<file path="src/rtl/irc_pkg.sv">
package irc_pkg;
   // register offsets (byte addresses)
   localparam logic [7:0] OFS_EN_SET   = 8'h00;
   localparam logic [7:0] OFS_EN_CLR   = 8'h04;
   localparam logic [7:0] OFS_PEND_CLR = 8'h08;
   localparam logic [7:0] OFS_CLASS    = 8'h0C;
   localparam logic [7:0] OFS_TRIG     = 8'h10;
   localparam logic [7:0] OFS_ACK_N    = 8'h14;
   localparam logic [7:0] OFS_ACK_F    = 8'h18;
   localparam logic [7:0] OFS_EOI      = 8'h1C;
   localparam logic [7:0] OFS_PRIO     = 8'h40;

   // index of the two request lines
   typedef enum logic {LINE_NORM = 1'b0, LINE_FAST = 1'b1} line_e;
endpackage

</file>
<file path="src/rtl/irc_sync_edge.sv">
module irc_sync_edge #(
   parameter bit SYNC_IN = 1'b1
) (
   input  logic clk,
   input  logic rst_n,
   input  logic src_i,
   output logic lvl_o,
   output logic rise_o
);
   logic prev_q;

   generate
      if (SYNC_IN) begin : g_sync
         logic lvl_q;
         always_ff @(posedge clk or negedge rst_n) begin
            if (!rst_n) lvl_q <= 1'b0;
            else        lvl_q <= src_i;
         end
         assign lvl_o = lvl_q;
      end else begin : g_direct
         assign lvl_o = src_i;
      end
   endgenerate

   always_ff @(posedge clk or negedge rst_n) begin
      if (!rst_n) prev_q <= 1'b0;
      else        prev_q <= lvl_o;
   end

   assign rise_o = lvl_o & ~prev_q;
endmodule

</file>
<file path="src/rtl/irc_arbiter.sv">
module irc_arbiter #(
   parameter int NUM_SRC = 8,
   parameter int PRIO_W  = 3,
   parameter int ID_W    = 4
) (
   input  logic [NUM_SRC-1:0]        req_i,
   input  logic [NUM_SRC*PRIO_W-1:0] prio_i,
   output logic                      any_o,
   output logic [ID_W-1:0]           id_o
);
   logic [PRIO_W-1:0] best;

   // linear scan: strictly-greater keeps the lowest index on ties
   always_comb begin
      any_o = 1'b0;
      id_o  = '0;
      best  = '0;
      for (int i = 0; i < NUM_SRC; i++) begin
         if (req_i[i] && (!any_o || prio_i[i*PRIO_W +: PRIO_W] > best)) begin
            any_o = 1'b1;
            id_o  = ID_W'(i);
            best  = prio_i[i*PRIO_W +: PRIO_W];
         end
      end
   end
endmodule

</file>
<file path="src/rtl/irc_top.sv">
module irc_top
   import irc_pkg::*;
#(
   parameter int NUM_SRC = 8,
   parameter int PRIO_W  = 3,
   parameter int ADDR_W  = 8,
   parameter int DATA_W  = 32,
   parameter bit SYNC_IN = 1'b1
) (
   input  logic               clk,
   input  logic               rst_n,
   input  logic [NUM_SRC-1:0] src_i,
   input  logic               reg_wr_i,
   input  logic               reg_rd_i,
   input  logic [ADDR_W-1:0]  reg_addr_i,
   input  logic [DATA_W-1:0]  reg_wdata_i,
   output logic [DATA_W-1:0]  reg_rdata_o,
   output logic               nreq_o,
   output logic               freq_o
);
   localparam int ID_W = $clog2(NUM_SRC) + 1;
   localparam logic [ID_W-1:0] IDLE_ID = '1;

   generate
      if (NUM_SRC < 2 || NUM_SRC > DATA_W)
         $error("irc_top: NUM_SRC must lie in 2..DATA_W");
      if (PRIO_W < 1 || PRIO_W > DATA_W)
         $error("irc_top: PRIO_W out of range");
      if (ADDR_W < 8 || (int'(OFS_PRIO) + 4*NUM_SRC) > (1 << ADDR_W))
         $error("irc_top: ADDR_W too small for the register map");
   endgenerate

   function automatic logic [ADDR_W-1:0] prio_addr(input int n);
      return ADDR_W'(int'(OFS_PRIO) + 4*n);
   endfunction

   logic [NUM_SRC-1:0] lvl, rise, latch_q, en_q, cls_q, trg_q, act_q;
   logic [NUM_SRC-1:0] pend, elig, take, eoi_mask, pclr;
   logic [PRIO_W-1:0]  prio_q [NUM_SRC];
   logic [NUM_SRC*PRIO_W-1:0] prio_flat;
   logic [1:0]         win_any;
   logic [ID_W-1:0]    win_id [2];
   logic [1:0]         ack_rd;
   logic [DATA_W-1:0]  rd_val;

   // per-source input stage
   generate
      for (genvar i = 0; i < NUM_SRC; i++) begin : g_src
         irc_sync_edge #(.SYNC_IN(SYNC_IN)) u_se (
            .clk    (clk),
            .rst_n  (rst_n),
            .src_i  (src_i[i]),
            .lvl_o  (lvl[i]),
            .rise_o (rise[i])
         );
         assign prio_flat[i*PRIO_W +: PRIO_W] = prio_q[i];

         always_ff @(posedge clk or negedge rst_n) begin
            if (!rst_n)
               prio_q[i] <= '0;
            else if (reg_wr_i && reg_addr_i == prio_addr(i))
               prio_q[i] <= reg_wdata_i[PRIO_W-1:0];
         end
      end
   endgenerate

   assign pend = (trg_q & latch_q) | (~trg_q & lvl);
   assign elig = pend & en_q & ~act_q;

   // one arbiter per request line
   generate
      for (genvar c = 0; c < 2; c++) begin : g_line
         logic [NUM_SRC-1:0] req;
         assign req = elig & ((c == int'(LINE_FAST)) ? cls_q : ~cls_q);
         irc_arbiter #(.NUM_SRC(NUM_SRC), .PRIO_W(PRIO_W), .ID_W(ID_W)) u_arb (
            .req_i  (req),
            .prio_i (prio_flat),
            .any_o  (win_any[c]),
            .id_o   (win_id[c])
         );
      end
   endgenerate

   assign nreq_o = win_any[LINE_NORM];
   assign freq_o = win_any[LINE_FAST];

   assign ack_rd[LINE_NORM] = reg_rd_i && reg_addr_i == ADDR_W'(OFS_ACK_N);
   assign ack_rd[LINE_FAST] = reg_rd_i && reg_addr_i == ADDR_W'(OFS_ACK_F);

   always_comb begin
      take     = '0;
      eoi_mask = '0;
      for (int c = 0; c < 2; c++)
         if (ack_rd[c] && win_any[c]) take[win_id[c]] = 1'b1;
      for (int i = 0; i < NUM_SRC; i++)
         if (reg_wr_i && reg_addr_i == ADDR_W'(OFS_EOI) && reg_wdata_i == DATA_W'(i))
            eoi_mask[i] = 1'b1;
   end

   assign pclr = (reg_wr_i && reg_addr_i == ADDR_W'(OFS_PEND_CLR))
                 ? reg_wdata_i[NUM_SRC-1:0] : '0;

   always_ff @(posedge clk or negedge rst_n) begin
      if (!rst_n) begin
         en_q    <= '0;
         cls_q   <= '0;
         trg_q   <= '0;
         latch_q <= '0;
         act_q   <= '0;
      end else begin
         if (reg_wr_i && reg_addr_i == ADDR_W'(OFS_EN_SET))
            en_q <= en_q | reg_wdata_i[NUM_SRC-1:0];
         else if (reg_wr_i && reg_addr_i == ADDR_W'(OFS_EN_CLR))
            en_q <= en_q & ~reg_wdata_i[NUM_SRC-1:0];
         if (reg_wr_i && reg_addr_i == ADDR_W'(OFS_CLASS))
            cls_q <= reg_wdata_i[NUM_SRC-1:0];
         if (reg_wr_i && reg_addr_i == ADDR_W'(OFS_TRIG))
            trg_q <= reg_wdata_i[NUM_SRC-1:0];
         // a new edge in the same cycle as a clear survives
         latch_q <= (latch_q & ~pclr & ~take) | (rise & trg_q);
         act_q   <= (act_q | take) & ~eoi_mask;
      end
   end

   // read mux
   always_comb begin
      rd_val = '0;
      if (reg_addr_i == ADDR_W'(OFS_EN_SET) || reg_addr_i == ADDR_W'(OFS_EN_CLR))
         rd_val = DATA_W'(en_q);
      else if (reg_addr_i == ADDR_W'(OFS_CLASS))
         rd_val = DATA_W'(cls_q);
      else if (reg_addr_i == ADDR_W'(OFS_TRIG))
         rd_val = DATA_W'(trg_q);
      else if (ack_rd[LINE_NORM])
         rd_val = DATA_W'(win_any[LINE_NORM] ? win_id[LINE_NORM] : IDLE_ID);
      else if (ack_rd[LINE_FAST])
         rd_val = DATA_W'(win_any[LINE_FAST] ? win_id[LINE_FAST] : IDLE_ID);
      for (int i = 0; i < NUM_SRC; i++)
         if (reg_addr_i == prio_addr(i)) rd_val = DATA_W'(prio_q[i]);
   end

   always_ff @(posedge clk or negedge rst_n) begin
      if (!rst_n)        reg_rdata_o <= '0;
      else if (reg_rd_i) reg_rdata_o <= rd_val;
   end
endmodule

</file>
<file path="config.mk">
export PLATFORM = sky130hd
export DESIGN_NAME = irc_top
export DESIGN_NICKNAME = d
export VERILOG_FILES = /design/src/rtl/irc_pkg.sv /design/src/rtl/irc_sync_edge.sv /design/src/rtl/irc_arbiter.sv /design/src/rtl/irc_top.sv
export SDC_FILE = /design/constraint.sdc
export NUM_CORES = 1
export LEC_CHECK = 0
export ABC_AREA = 1
export BUFFER_PORTS_ARGS = -buffer_cell sky130_fd_sc_hd__buf_2
export CAP_MARGIN = 10
export CELL_PAD_IN_SITES_DETAIL_PLACEMENT = 1
export CELL_PAD_IN_SITES_GLOBAL_PLACEMENT = 1
export CORE_AREA = 2 2 137 139
export DETAILED_ROUTE_END_ITERATION = 6
export DIE_AREA = 0 0 139 141
export PLACE_DENSITY = 0.68
export SLEW_MARGIN = 10
export SYNTH_ARGS = -nofsm -noshare
export SYNTH_HDL_FRONTEND = slang
export SYNTH_SLANG_ARGS = --single-unit
</file>
<file path="constraint.sdc">
create_clock -name clk -period 10.05 [get_ports clk]
set_input_delay 2.01 -clock clk [delete_from_list [all_inputs] [get_ports clk]]
set_output_delay 2.01 -clock clk [all_outputs]
set_load 0.02 [all_outputs]
</file>
==> results.json <==
{
  "status": "finished, final reports clean",
  "holdWs_ns": 0.380,
  "required_ns": 10.31,
  "cts.htree.levels": 3,
  "async_reset_ff_frac": 1.00,
  "p_switching_mw": 0.381,
  "drc": 0,
  "ios": 86,
  "critPathKind": "reg -> reg",
  "grt_pass1_wl_mm": 33.0,
  "grt-ovfl-total": 0,
  "die_area_sq_mm": 0.0196,
  "final_cells": 1165,
  "port_buffers": 61,
  "die_w_um": 139,
  "fin_crit_ns": 9.10,
  "fin_skew_ns": 0.0121,
  "fin_area_sq_mm": 0.00713,
  "slew_viol_final": 0,
  "swShare": 0.371,
  "yosys.area_share.simple": 0.298,
  "cts_made_buffers": 9,
  "synth.avg_cell_area_sq_um": 7.38,
  "p_int_mw": 0.645,
  "cts_buffer_depth": 2,
  "drive_gt1_frac": 0.175,
  "clock_latency_ns": 0.36,
  "synth.cell_area_sq_mm": 0.00626,
  "ir_drop_uv": 80.5,
  "antenna_found_initial": 0,
  "placed_area_sq_mm": 0.00675,
  "ys_seq_area_frac": 0.352,
  "vias": 5931,
  "powerDensity_mw_per_mm2": 144,
  "leakage_nw": 3.60,
  "path_clk_slew_ns": 0.08,
  "slew_headroom": 0.212,
  "setup.worst_path.end_class": "flip-flop",
  "synthAdderAreaFrac": 0.0839,
  "wl_per_cell_um": 17.7,
  "cts-root-buf": "clkbuf_16",
  "yosysWarnings": 0,
  "drt_pass1_iterations": 4,
  "place.gp.congestion": 0.872,
  "start_util": 0.343,
  "finalSetupViolations": 0,
  "layout.filler_cells": 2368,
  "synth_top_family_by_area": "simple AND/OR/NAND/NOR gates",
  "slowest_stage": "dfrtp_1",
  "drt_iter0_markers": 326,
  "pwr-share-comb": 0.280,
  "crit_top_cell": "nand2_1",
  "crit_arrival_ns": 9.36,
  "design.core.area_sq_mm": 0.0183,
  "final_util": 0.390,
  "worst_slew_pin_slew_ns": 1.17,
  "synth_top_area_share": 0.352,
  "synth_top_area_cell": "dfrtp_1",
  "nets": 1019,
  "ant_nets": 0,
  "hold_viol_final": 0,
  "numPlacedInstances": 1136,
  "multi_input_area_sq_mm": 0.00354,
  "synth_edf_count": 0,
  "synthXorXnorAreaFrac": 0,
  "slowest_delay_ns": 0.35,
  "post-route-period-util": 0.905,
  "synthCells": 848,
  "die_y_um": 141,
  "seq_area_sq_mm": 0.00220,
  "yosysUniqueCellTypes": 43,
  "post_drt_via_cell_ratio": 5.09,
  "synth-compound-area-share": 0.163,
  "hold_class": "reg -> reg",
  "place_hpwl_mm": 16.1,
  "p_total_mw": 1.03,
  "synth.area.mux_share": 0.00320,
  "grt_usage": 0.216,
  "wl_mm": 20.6,
  "max_freq_mhz": 110,
  "grt_pass1_vias": 6141,
  "sequentialPowerShare": 0.380,
  "cp_max_fo": 10,
  "startpoint_type": "flip-flop",
  "synth.most_common_cell": "nand2_1",
  "ys_ff_latch": 88,
  "cts_tree": "built",
  "pwr-share-clk": 0.341,
  "synth_common_cells": "nand2_1, inv_1, dfrtp_1",
  "synth.area.top_cells": "dfrtp_1, nand2_1, ha_1",
  "maxCapViolations": 0,
  "grt_max_degree": 46,
  "postCtsHoldBufs": 0,
  "rows": 50,
  "clock-sinks": 88,
  "syn_to_final_growth_pct": 13.9,
  "synth_top_flop_cell": "dfrtp_1"
}
==> registers in the layout, indices dropped and copies added (netlist names), named ones only <==
name,cells
act_q,8
cls_q,8
g_src.u_se.lvl_o,8
g_src.u_se.prev_q,8
latch_q,8
prio_flat,24
reg_rdata_o,8
trg_q,8
==> critical path: cells and delay by family (launching register included) <==
kind	cells	cell delay, ns
buffers and inverters	6	0.53
AOI/OAI and AO/OA	19	2.43
DFF	1	0.35
and+or+nand+nor	39	3.40
adders and majority gates	7	2.27
==> logic make-up (layout without fill, tap and decap cells) <==
| logic type | after synthesis | in the layout |
|---|---|---|
| AO/OA/AOI/OAI | 174 | 174 |
| multiplexers | 2 | 2 |
| flip-flops | 88 | 88 |
| other | 1 | 25 |
| adder cells (fa/ha/maj) | 42 | 42 |
| AND/OR/NAND/NOR | 402 | 403 |
| buffers and inverters | 139 | 197 |
==> cells in the final DEF, fill, tap and decap left out, types with 3 or more instances in the layout <==
cell type / n
nand2_1: 241
or2_2: 5
nor2_2: 5
nor2_1: 40
o32ai_1: 5
nor4_1: 10
nand2_4: 7
nor3_1: 7
inv_1: 99
or4_1: 7
nand2_2: 8
o21ai_2: 26
a21oi_1: 28
o21ai_0: 83
or2_1: 3
buf_4: 14
o22ai_1: 3
inv_2: 8
inv_8: 3
nand4_1: 18
clkbuf_16: 9
buf_2: 60
conb_1: 24
ha_1: 42
dfrtp_1: 88
o21ai_1: 18
nand3_2: 5
nand3_1: 38
==> cell type report <==
type	instances	share of cell area
well taps	234	0.0411
inverters	107	0.0563
flip-flops and latches	88	0.309
clock buffers	10	0.0321
multi-input cells	645	0.496
clock inverters	6	0.00825
diodes	1	0.000351
repair buffers	74	0.0569
==> power groups by stage <==
stage	Sequential, mW	Clock (mW)	Combinational [mW]
floorplan	0.391	0	0.202
global route	0.393	0.370	0.326
finish	0.390	0.350	0.287
global placement	0.396	0	0.266
CTS	0.390	0.356	0.274
detailed placement	0.397	0	0.271
==> routing by layer <==
metal  up-vias  share of wire  global-route usage
met5         -              0                   0
met4         0         0.0071              0.0452
met3        11          0.030              0.0279
met2        85           0.49               0.366
met1      2888           0.47               0.297
li1       2947              -                   -
==> final timing paths <==
path,depth (start not counted),startpoint,endpoint,slack [ns]
setup / recovery,71,flip-flop,reg_rdata_o[2],0.95
hold / removal,0,g_src[4].u_se.lvl_o,g_src[4].u_se.prev_q,0.38
setup reg to reg,71,flip-flop,reg_rdata_o[2],0.95
hold reg to reg,0,g_src[4].u_se.lvl_o,g_src[4].u_se.prev_q,0.38
max in group asynchronous,2,rst_n,cls_q[0],7.27
min in group asynchronous,1,rst_n,g_src[6].u_se.lvl_o,1.67
==> per-stage QoR <==
stage / setup TNS, ns / setup WS, ns
after floorplan: 0 / 2.36
after global placement: 0 / 0.905
after detailed placement: 0 / 0.730
after CTS: 0 / 0.514
after global routing: -0.0316 / -0.0316
final: 0 / 0.951
==> timing repair <==
| action | in CTS | in global routing |
|---|---|---|
| endpoints found under the setup margin | 0 | 19 |
| resized for setup | 0 | 7 |
| setup buffers | 0 | 11 |
Power figures use the tool's default switching activity.
